$ cat src/rtl/ort_pkg.sv
package ort_pkg;

   typedef enum logic [2:0] {
      KIND_NONE   = 3'b000,
      KIND_PLAIN  = 3'b001,
      KIND_CIPHER = 3'b010,
      KIND_TAG    = 3'b100
   } out_kind_e;

   typedef enum logic [1:0] {
      TAG_PENDING  = 2'b00,
      TAG_MATCH    = 2'b01,
      TAG_MISMATCH = 2'b10
   } tag_stat_e;

   // any unknown kind code collapses to none
   function automatic out_kind_e kind_clean(input logic [2:0] code);
      case (code)
         3'b001:  kind_clean = KIND_PLAIN;
         3'b010:  kind_clean = KIND_CIPHER;
         3'b100:  kind_clean = KIND_TAG;
         default: kind_clean = KIND_NONE;
      endcase
   endfunction

   // the illegal code is treated as a failed comparison
   function automatic tag_stat_e tag_clean(input logic [1:0] code);
      case (code)
         2'b00:   tag_clean = TAG_PENDING;
         2'b01:   tag_clean = TAG_MATCH;
         default: tag_clean = TAG_MISMATCH;
      endcase
   endfunction

endpackage

$ cat src/rtl/ort_word_bank.sv
module ort_word_bank #(
   parameter int WORD_W    = 32,
   parameter int NUM_WORDS = 4,
   parameter int IDX_W     = 2
) (
   input  logic                        clk_i,
   input  logic                        rst_ni,
   input  logic                        load_i,
   input  logic [WORD_W*NUM_WORDS-1:0] load_data_i,
   input  logic                        rd_en_i,
   input  logic [IDX_W-1:0]            rd_idx_i,
   output logic [WORD_W-1:0]           rd_data_o,
   output logic [NUM_WORDS-1:0]        pend_q_o,
   output logic [NUM_WORDS-1:0]        pend_nxt_o
);

   logic [NUM_WORDS-1:0][WORD_W-1:0] words;

   for (genvar w = 0; w < NUM_WORDS; w++) begin : g_word
      logic [WORD_W-1:0] val_q;
      logic              pend_q;
      logic              hit;

      assign hit = rd_en_i && (rd_idx_i == IDX_W'(w));
      assign pend_nxt_o[w] = load_i ? 1'b1 : (hit ? 1'b0 : pend_q);

      always_ff @(posedge clk_i or negedge rst_ni) begin
         if (!rst_ni) begin
            val_q  <= '0;
            pend_q <= 1'b0;
         end else begin
            pend_q <= pend_nxt_o[w];
            if (load_i) val_q <= load_data_i[w*WORD_W +: WORD_W];
         end
      end

      assign words[w]    = val_q;
      assign pend_q_o[w] = pend_q;
   end

   always_comb begin
      rd_data_o = '0;
      for (int w = 0; w < NUM_WORDS; w++) begin
         if (rd_idx_i == IDX_W'(w)) rd_data_o = words[w];
      end
   end

   // without a load, no word may become unread again
   AST_PEND_ONLY_DROPS: assert property (@(posedge clk_i) disable iff (!rst_ni)
      !load_i |=> ((pend_q_o & ~$past(pend_q_o)) == '0));

   // a cycle without strobe and without load leaves the flags alone
   AST_NO_STROBE_NO_MARK: assert property (@(posedge clk_i) disable iff (!rst_ni)
      (!rd_en_i && !load_i) |=> $stable(pend_q_o));

endmodule

$ cat src/rtl/ort_stall_ctl.sv
module ort_stall_ctl #(
   parameter int NUM_WORDS = 4
) (
   input  logic                 clk_i,
   input  logic                 rst_ni,
   input  logic                 force_ovr_i,
   input  logic                 res_valid_i,
   input  logic                 res_opt_i,
   input  logic [NUM_WORDS-1:0] pend_q_i,
   output logic                 stall_o,
   output logic                 accept_o
);

   logic must_read_q;
   logic blocked;

   assign blocked  = !force_ovr_i && must_read_q && (|pend_q_i);
   assign stall_o  = res_valid_i && blocked;
   assign accept_o = res_valid_i && !blocked;

   always_ff @(posedge clk_i or negedge rst_ni) begin
      if (!rst_ni)       must_read_q <= 1'b0;
      else if (accept_o) must_read_q <= !res_opt_i;
   end

   // an accepted result and a stall never coincide
   AST_ACCEPT_XOR_STALL: assert property (@(posedge clk_i) disable iff (!rst_ni)
      !(accept_o && stall_o));

endmodule

$ cat src/rtl/ort_status.sv
module ort_status
   import ort_pkg::*;
#(
   parameter int NUM_WORDS = 4
) (
   input  logic                 clk_i,
   input  logic                 rst_ni,
   input  logic                 load_i,
   input  logic [2:0]           kind_i,
   input  logic [1:0]           tag_i,
   input  logic [NUM_WORDS-1:0] pend_nxt_i,
   output logic [2:0]           kind_o,
   output logic [1:0]           tag_o
);

   out_kind_e kind_q;
   tag_stat_e tag_q;

   always_ff @(posedge clk_i or negedge rst_ni) begin
      if (!rst_ni) begin
         kind_q <= KIND_NONE;
         tag_q  <= TAG_PENDING;
      end else if (load_i) begin
         kind_q <= kind_clean(kind_i);
         tag_q  <= tag_clean(tag_i);
      end else if (pend_nxt_i == '0) begin
         kind_q <= KIND_NONE;
      end
   end

   assign kind_o = kind_q;
   assign tag_o  = tag_q;

   AST_TAG_NEVER_ILLEGAL: assert property (@(posedge clk_i) disable iff (!rst_ni)
      tag_o != 2'b11);

   AST_KIND_ONEHOT: assert property (@(posedge clk_i) disable iff (!rst_ni)
      $onehot0(kind_o));

endmodule

$ cat src/rtl/out_read_tracker.sv
module out_read_tracker #(
   parameter int WORD_W    = 32,
   parameter int NUM_WORDS = 4,
   localparam int DATA_W   = WORD_W * NUM_WORDS,
   localparam int IDX_W    = (NUM_WORDS > 1) ? $clog2(NUM_WORDS) : 1
) (
   input  logic              clk_i,
   input  logic              rst_ni,
   input  logic              force_ovr_i,
   input  logic              res_valid_i,
   input  logic [DATA_W-1:0] res_data_i,
   input  logic [2:0]        res_kind_i,
   input  logic [1:0]        res_tag_i,
   input  logic              res_opt_i,
   output logic              stall_o,
   input  logic              rd_en_i,
   input  logic [IDX_W-1:0]  rd_idx_i,
   output logic [WORD_W-1:0] rd_data_o,
   output logic [2:0]        out_kind_o,
   output logic [1:0]        tag_status_o
);

   if (NUM_WORDS < 2) begin : g_bad_words
      $error("out_read_tracker: NUM_WORDS must be at least 2");
   end
   if (WORD_W < 8) begin : g_bad_width
      $error("out_read_tracker: WORD_W must be at least 8");
   end

   logic                 accept;
   logic [NUM_WORDS-1:0] pend_q;
   logic [NUM_WORDS-1:0] pend_nxt;

   ort_stall_ctl #(.NUM_WORDS(NUM_WORDS)) u_stall (
      .clk_i       (clk_i),
      .rst_ni      (rst_ni),
      .force_ovr_i (force_ovr_i),
      .res_valid_i (res_valid_i),
      .res_opt_i   (res_opt_i),
      .pend_q_i    (pend_q),
      .stall_o     (stall_o),
      .accept_o    (accept)
   );

   ort_word_bank #(.WORD_W(WORD_W), .NUM_WORDS(NUM_WORDS), .IDX_W(IDX_W)) u_bank (
      .clk_i       (clk_i),
      .rst_ni      (rst_ni),
      .load_i      (accept),
      .load_data_i (res_data_i),
      .rd_en_i     (rd_en_i),
      .rd_idx_i    (rd_idx_i),
      .rd_data_o   (rd_data_o),
      .pend_q_o    (pend_q),
      .pend_nxt_o  (pend_nxt)
   );

   ort_status #(.NUM_WORDS(NUM_WORDS)) u_status (
      .clk_i      (clk_i),
      .rst_ni     (rst_ni),
      .load_i     (accept),
      .kind_i     (res_kind_i),
      .tag_i      (res_tag_i),
      .pend_nxt_i (pend_nxt),
      .kind_o     (out_kind_o),
      .tag_o      (tag_status_o)
   );

   AST_FORCE_NO_STALL: assert property (@(posedge clk_i) disable iff (!rst_ni)
      force_ovr_i |-> !stall_o);

   AST_STALL_NEEDS_UNREAD: assert property (@(posedge clk_i) disable iff (!rst_ni)
      stall_o |-> (|pend_q));

   AST_STALL_FREEZES_KIND: assert property (@(posedge clk_i) disable iff (!rst_ni)
      stall_o |=> $stable(out_kind_o) || (pend_q == '0));

   AST_DRAINED_IS_NONE: assert property (@(posedge clk_i) disable iff (!rst_ni)
      (pend_q == '0) |-> (out_kind_o == 3'b000));

endmodule

$ cat config.mk
export PLATFORM = sky130hd
export DESIGN_NAME = out_read_tracker
export DESIGN_NICKNAME = d
export VERILOG_FILES = /design/src/rtl/ort_pkg.sv /design/src/rtl/ort_word_bank.sv /design/src/rtl/ort_stall_ctl.sv /design/src/rtl/ort_status.sv /design/src/rtl/out_read_tracker.sv
export SDC_FILE = /design/constraint.sdc
export NUM_CORES = 1
export LEC_CHECK = 0
export ABC_CLOCK_PERIOD_IN_PS = 3400
export CAP_MARGIN = 20
export CORE_UTILIZATION = 35
export CTS_CLUSTER_DIAMETER = 50
export CTS_CLUSTER_SIZE = 16
export DETAILED_ROUTE_END_ITERATION = 6
export GPL_ROUTABILITY_DRIVEN = 0
export SETUP_SLACK_MARGIN = 0.02
export SLEW_MARGIN = 40
export SYNTH_ARGS = -nofsm -noshare
export SYNTH_HDL_FRONTEND = slang
export SYNTH_SLANG_ARGS = --single-unit
$ cat constraint.sdc
create_clock -name clk_i -period 3.4 [get_ports clk_i]
set_input_delay 0.51 -clock clk_i [delete_from_list [all_inputs] [get_ports clk_i]]
set_output_delay 0.51 -clock clk_i [all_outputs]
set_load 0.1 [all_outputs]
==> flow_metrics.py, run 1 <==
metrics = {
    "synth": {
        "synth_simple_gate_area_share_pct": 1.88,
        "synth_top_area_share_pct": 53.4,
        "synth_cell_types": 24,
        "async_flop_share_pct": 100,
        "synthCells": 361,
        "synth.top_cells.by_count": "138 x dfrtp_1, 110 x mux2_4, 32 x mux4_2",
        "synth_xor_area_share_pct": 0,
        "synth.mux.area_fraction_pct": 40.5,
        "synth_seq_cells": 138,
        "synth_area_sq_mm": 0.00647,
        "synth-seq-area-share_pct": 53.4,
        "synth_top_family_by_area": "multiplexers",
        "synth-main-ff-cell": "dfrtp_1",
        "yosysWarnings": 0,
        "synth_area_leaders": "dfrtp_1 53%, mux2_4 26%, mux4_2 11%, mux2_2 3.5%, buf_6 2.4%",
        "synth_largest_area_cell": "dfrtp_1",
        "synth-edff-count": 0,
        "synth_fa_ha_area_share_pct": 0,
        "synth_compound_area_share_pct": 1.01,
        "syn-num-nets": 502,
        "synth.most_common_cell": "dfrtp_1",
        "syn_avg_cell_area_sq_um": 17.9,
    },
    "clocking": {
        "cts_resized": 0,
        "path_clk_slew_ps": 60,
        "numCtsBuffers": 17,
        "clockBufferDepth": 2,
        "cts_tree": "yes",
        "post-cts-setup-buffers": 0,
        "clock-root-buffer": "clkbuf_16",
        "cts.sinks": 138,
        "holdBufCountCts": 0,
        "htree_levels": 4,
        "clk_latency_ps": 410,
    },
    "floorplan": {
        "rows": 49,
        "die-area_sq_mm": 0.0190,
        "ios": 179,
        "core_area_sq_mm": 0.0180,
        "die_x_microns": 138,
        "start_util_pct": 35.9,
        "die_y_microns": 138,
    },
    "timing": {
        "max_slew.worst_pin.slew_ps": 548,
        "hold_viol_final": 0,
        "drv_slew": 0,
        "finalCriticalPeriod_ps": 2390,
        "rsz0062_at_grt": "no",
        "max_freq_mhz": 418,
        "max_slew_margin_pct": 63.4,
        "tns_ps": 0,
        "fin_crit_sh_pct": 70.3,
        "setup_viol_count_final": 0,
        "clock_skew_ps": 10.5,
    },
    "power_and_ir_drop": {
        "powerDensity_mw_per_mm2": 640,
        "p_leak_nw": 4.01,
        "ir_drop_v": 0.000428,
    },
    "global_route": {
        "grt_usage_pct": 15.9,
        "grt_max_degree": 73,
        "antenna_found_initial": 1,
        "grt_pass1_wl_microns": 22400,
        "globalRoute.totalOverflow": 0,
        "first_global_vias": 4141,
    },
    "critical_path": {
        "worstSetupPathType": "primary input to primary output",
        "critPathArrivalTime_ps": 1880,
        "r2r_start": "u_bank.g_word[3].pend_q",
        "cp.required_ps": 2890,
        "reg2regPathDepth": 5,
        "critPathCaptureType": "primary output",
        "worst_setup_path_start_kind": "primary input",
        "r2r_slack_ps": 1510,
        "path_max_fanout": 19,
        "r2r_end": "u_status.kind_o[1]",
    },
    "status": {
        "status": "completed",
    },
    "final_layout": {
        "multi_input_area_sq_mm": 0.00282,
        "fill_cells": 1534,
        "synthToLayoutAreaGrowth_pct": 38.3,
        "fin_area_sq_mm": 0.00894,
        "drive_gt1_share_pct": 44.0,
        "seqCellArea_sq_mm": 0.00345,
        "n_antenna_cell": 0,
        "nets": 683,
    },
    "detailed_routing": {
        "vias": 3763,
        "dr_wl_met3_microns": 894,
        "drc": 0,
        "drtIter0Drc": 132,
        "topRoutingLayerUsed": "met5",
        "wl_per_cell_microns": 18.3,
        "firstDrtPassIters": 4,
        "wl_met2_microns": 6690,
        "ant_nets": 0,
        "routed_wl_microns": 14400,
        "via_per_inst": 4.80,
        "m1WireLength_microns": 6560,
    },
    "placed_design": {
        "io_buffers": 178,
        "dp_hpwl_microns": 9470,
        "place_area_sq_mm": 0.00833,
    },
    "min_path": {
        "hp-class": "primary input to asynchronous set/reset pin",
    },
    "flow_run": {
        "drv_cap": 0,
    },
}
-- per-layer routing --
metal  up-vias  track usage [%]
met1      1934             20.8
li1       1700                -
met4         2             5.80
met5         -                0
met3        15             5.26
met2       112             24.3
-- cells by family (layout without fill, tap and decap cells) --
group	after synthesis	after routing
compound gates	11	11
buf+inv	26	220
flops	138	138
mux	164	164
simple gates	22	22
-- how the worst max path moves through the flow --
stage | startpoint | to | slack (ps)
after global routing | rd_idx_i[1] | rd_data_o[17] | 960
after detailed placement | rd_idx_i[0] | rd_data_o[17] | 860
after CTS | rd_idx_i[0] | rd_data_o[17] | 850
final | rd_idx_i[1] | rd_data_o[17] | 1010
after floorplan | force_ovr_i | stall_o | 980
after global placement | rd_idx_i[0] | rd_data_o[13] | 870
-- sequential cells by signal (all words and copies together) (netlist names) --
signal / count
u_bank.g_word.pend_q: 4
u_status.kind_o: 3
u_bank.g_word.val_q: 128
u_status.tag_o: 2
u_stall.must_read_q: 1
-- metrics by stage --
stage	instances	hold slack, ps	power, W	setup slack (ps)	utilization [%]
2_1_floorplan	361	214	0.00339	984	-
3_3_place_gp	752	470	0.00381	868	46.3
3_5_place_dp	752	471	0.00383	859	46.2
4_1_cts	784	50.4	0.00580	855	49.6
5_1_grt	784	69.6	0.00596	955	49.6
6_report	784	46.2	0.00573	1010	49.6
-- area by class of cell --
type / instances / area share (%)
Multi-Input combinational cell: 197 / 31.5
Timing Repair Buffer: 185 / 19.7
Tap cell: 229 / 3.20
Sequential cell: 138 / 38.6
Clock inverter: 11 / 1.61
Inverter: 3 / 0.126
Clock buffer: 21 / 5.26
-- cells in the final DEF, fill, tap and decap left out, drive strengths merged --
cell type,instances
inv,3
nand2,11
clkdlybuf4s50,137
bufinv,3
clkinvlp,4
mux2,131
clkbuf,21
nor4,1
clkinv,4
nor2,3
nand3,1
o21ai,7
nor2b,1
mux2i,1
a21oi,1
nand2b,3
o22a,1
dfrtp,138
mux4,32
nor3b,1
o22ai,2
buf,48
or4b,1
-- critical path, stage by stage --
cell and delay, ps:
buf_2 440, buf_4 320, mux4_2 340, buf_4 250
-- report_power, final --
group | total, W | switching, W | internal, W
clock | 0.00193 | 0.000718 | 0.00121
sequential | 0.00207 | 0.000156 | 0.00191
combinational | 0.00173 | 0.000980 | 0.000750
total | 0.00573 | 0.00185 | 0.00387
Power figures use the tool's default switching activity.
==> inputs of run 2 (changes only) <==
--- a/config.mk
+++ b/config.mk
@@ -5,7 +5,7 @@
 export SDC_FILE = /design/constraint.sdc
 export NUM_CORES = 1
 export LEC_CHECK = 0
-export ABC_CLOCK_PERIOD_IN_PS = 3400
+export ABC_CLOCK_PERIOD_IN_PS = 2480
 export CAP_MARGIN = 20
 export CORE_UTILIZATION = 35
 export CTS_CLUSTER_DIAMETER = 50
==> constraint.sdc (replaced) <==
create_clock -name clk_i -period 2.48 [get_ports clk_i]
set_input_delay 0.372 -clock clk_i [delete_from_list [all_inputs] [get_ports clk_i]]
set_output_delay 0.372 -clock clk_i [all_outputs]
set_load 0.1 [all_outputs]
==> run 2 against run 1 <==
Critical path depth unchanged. First-iteration DRC count down 2.3%. Count of clock-buffer cells in the layout did not move. Clock power rose by 34%. Largest power group unchanged. Wire length decreased by 2.6%. Setup slack worse by 510 ps. Via count shrank 1.1%. Global-route usage is 0.45 points lower. Core utilization is 2.8 points higher. Cell area is 5.6% higher. Sequential cell count unchanged. Non-clock buffer count is 3 higher.
==> flow_metrics.py, run 2 (synthesized netlist as in run 1, its figures left out) <==
metrics = {
    "detailed_routing": {
        "ant_nets": 0,
        "drtIter0Drc": 129,
        "drc": 0,
        "routed_wl_microns": 14000,
        "wl_per_cell_microns": 17.8,
        "firstDrtPassIters": 4,
        "vias": 3721,
        "via_per_inst": 4.72,
    },
    "floorplan": {
        "die_x_microns": 138,
        "rows": 49,
        "die_y_microns": 138,
        "core_area_sq_mm": 0.0180,
        "die-area_sq_mm": 0.0190,
        "ios": 179,
        "start_util_pct": 35.9,
    },
    "final_layout": {
        "largest_register_ffs": 128,
        "drive_gt1_share_pct": 44.1,
        "final_cells": 788,
        "fin_util_pct": 52.4,
        "synthToLayoutAreaGrowth_pct": 46.1,
        "max_flop_register": "u_bank.g_word.val_q",
        "nets": 686,
        "final_cell_mix": "138 x dfrtp_1, 137 x clkdlybuf4s50_1, 110 x mux2_4",
        "mostFrequentLayoutCell": "dfrtp_1",
    },
    "placed_design": {
        "io_buffers": 178,
        "dp_cells": 754,
        "dp_hpwl_microns": 9590,
    },
    "power_and_ir_drop": {
        "p_leak_nw": 4.19,
        "clkPwrFrac_pct": 31.5,
        "intPower_w": 0.00555,
        "ir_drop_v": 0.000546,
        "p_comb_share_pct": 33.9,
        "powerDensity_mw_per_mm2": 864,
        "sequentialPowerShare_pct": 34.6,
        "switching_share_pct": 32.1,
        "netSwitchingPower_w": 0.00262,
    },
    "clocking": {
        "numCtsBuffers": 17,
        "cts_tree": "yes",
        "clockBufferDepth": 2,
        "clk_latency_ps": 410,
        "htree_levels": 4,
        "path_clk_slew_ps": 60,
        "cts.sinks": 138,
        "cts_resized": 0,
        "post-cts-setup-buffers": 0,
        "clock-root-buffer": "clkbuf_16",
    },
    "global_route": {
        "grt_usage_pct": 15.4,
        "globalRoute.totalOverflow": 0,
        "antenna_found_initial": 0,
        "first_global_vias": 3955,
        "grt_pass1_wl_microns": 21600,
        "grt_max_degree": 64,
    },
    "timing": {
        "max_slew_margin_pct": 58.9,
        "max_slew.worst_pin.slew_ps": 617,
        "rsz0062_at_grt": "no",
        "fin_crit_sh_pct": 80.0,
        "finalCriticalPeriod_ps": 1980,
        "max_freq_mhz": 504,
        "clock_skew_ps": 8.48,
        "tns_ps": 0,
        "setup_viol_count_final": 0,
        "drv_slew": 0,
        "hold_viol_final": 0,
    },
    "min_path": {
        "hp-class": "primary input to register",
        "holdPathEnd": "u_bank.g_word[3].pend_q",
        "whs_path_depth": 4,
        "hp-start": "rd_idx_i[0]",
    },
    "critical_path": {
        "worst_setup_path_start_kind": "primary input",
        "path_max_fanout": 19,
        "r2r_slack_ps": 580,
        "cp.required_ps": 2110,
        "reg2regPathDepth": 5,
        "r2r_end": "u_status.kind_o[1]",
        "critPathCaptureType": "primary output",
        "worstSetupPathType": "primary input to primary output",
        "r2r_start": "u_bank.g_word[3].pend_q",
        "critPathArrivalTime_ps": 1610,
    },
    "status": {
        "status": "completed",
    },
    "flow_run": {
        "drv_cap": 0,
    },
}
-- run 2: changes by cell type in the layout (fill, tap and decap cells not counted), moves of 2 or more --
cell	delta
clkinv_4	+2
buf_2	-5
clkinv_2	-3
inv_6	+3
buf_12	+38
buf_4	-30
-- run 2: cell type report --
type                            instances  area (sq um)
Antenna cell                            1          2.50
Clock buffer                           21           470
Clock inverter                         11           135
Fill cell                            1486          8580
Inverter                                3          11.3
Multi-Input combinational cell        197          2820
Sequential cell                       138          3450
Tap cell                              229           287
Timing Repair Buffer                  188          2270
-- run 2: worst max path at each step --
| stage | slack, ps | end | cells past startpoint | from |
|---|---|---|---|---|
| finish | 500 | rd_data_o[7] | 4 | rd_idx_i[1] |
| global route | 430 | rd_data_o[7] | 4 | rd_idx_i[1] |
| CTS | 460 | rd_data_o[7] | 4 | rd_idx_i[1] |
| detailed placement | 300 | u_status.kind_o[1] | 6 | force_ovr_i |
| global placement | 310 | u_bank.g_word[2].val_q[30] | 5 | force_ovr_i |
| floorplan | 340 | stall_o | 2 | force_ovr_i |
-- run 2: critical path, cell delays in order --
cell and delay (ps):
buf_2 400, buf_12 250, mux4_2 370, buf_12 190
-- run 2: power by group through the flow --
stage          Sequential (W)  Combinational [W]  Clock, W
2_1_floorplan         0.00286            0.00179         0
3_3_place_gp          0.00284            0.00276         0
3_5_place_dp          0.00286            0.00278         0
4_1_cts               0.00282            0.00280   0.00265
5_1_grt               0.00287            0.00288   0.00276
6_report              0.00282            0.00277   0.00258
-- run 2: layer usage --
| metal | track usage, % | vias up | wire, microns |
|---|---|---|---|
| li1 | - | 1708 | - |
| met1 | 20.5 | 1899 | 6240 |
| met2 | 23.7 | 106 | 6660 |
| met3 | 5.81 | 8 | 1010 |
| met4 | 3.80 | 0 | 102 |
| met5 | 0 | - | 0 |
-- run 2: through the flow --
stage / setup WS (ps) / instance area (sq um) / power, W / hold slack, ps
floorplan: 340 / 6470 / 0.00465 / 76.4
global placement: 311 / 8830 / 0.00560 / 407
detailed placement: 298 / 8830 / 0.00564 / 413
CTS: 458 / 9450 / 0.00827 / 402
global route: 427 / 9450 / 0.00850 / 415
finish: 496 / 9450 / 0.00817 / 417
-- run 2: repair_timing --
action,4_1_cts,5_1_grt
hold buffers,1,0
setup endpoints to repair,0,0
hold endpoints to repair,61,0
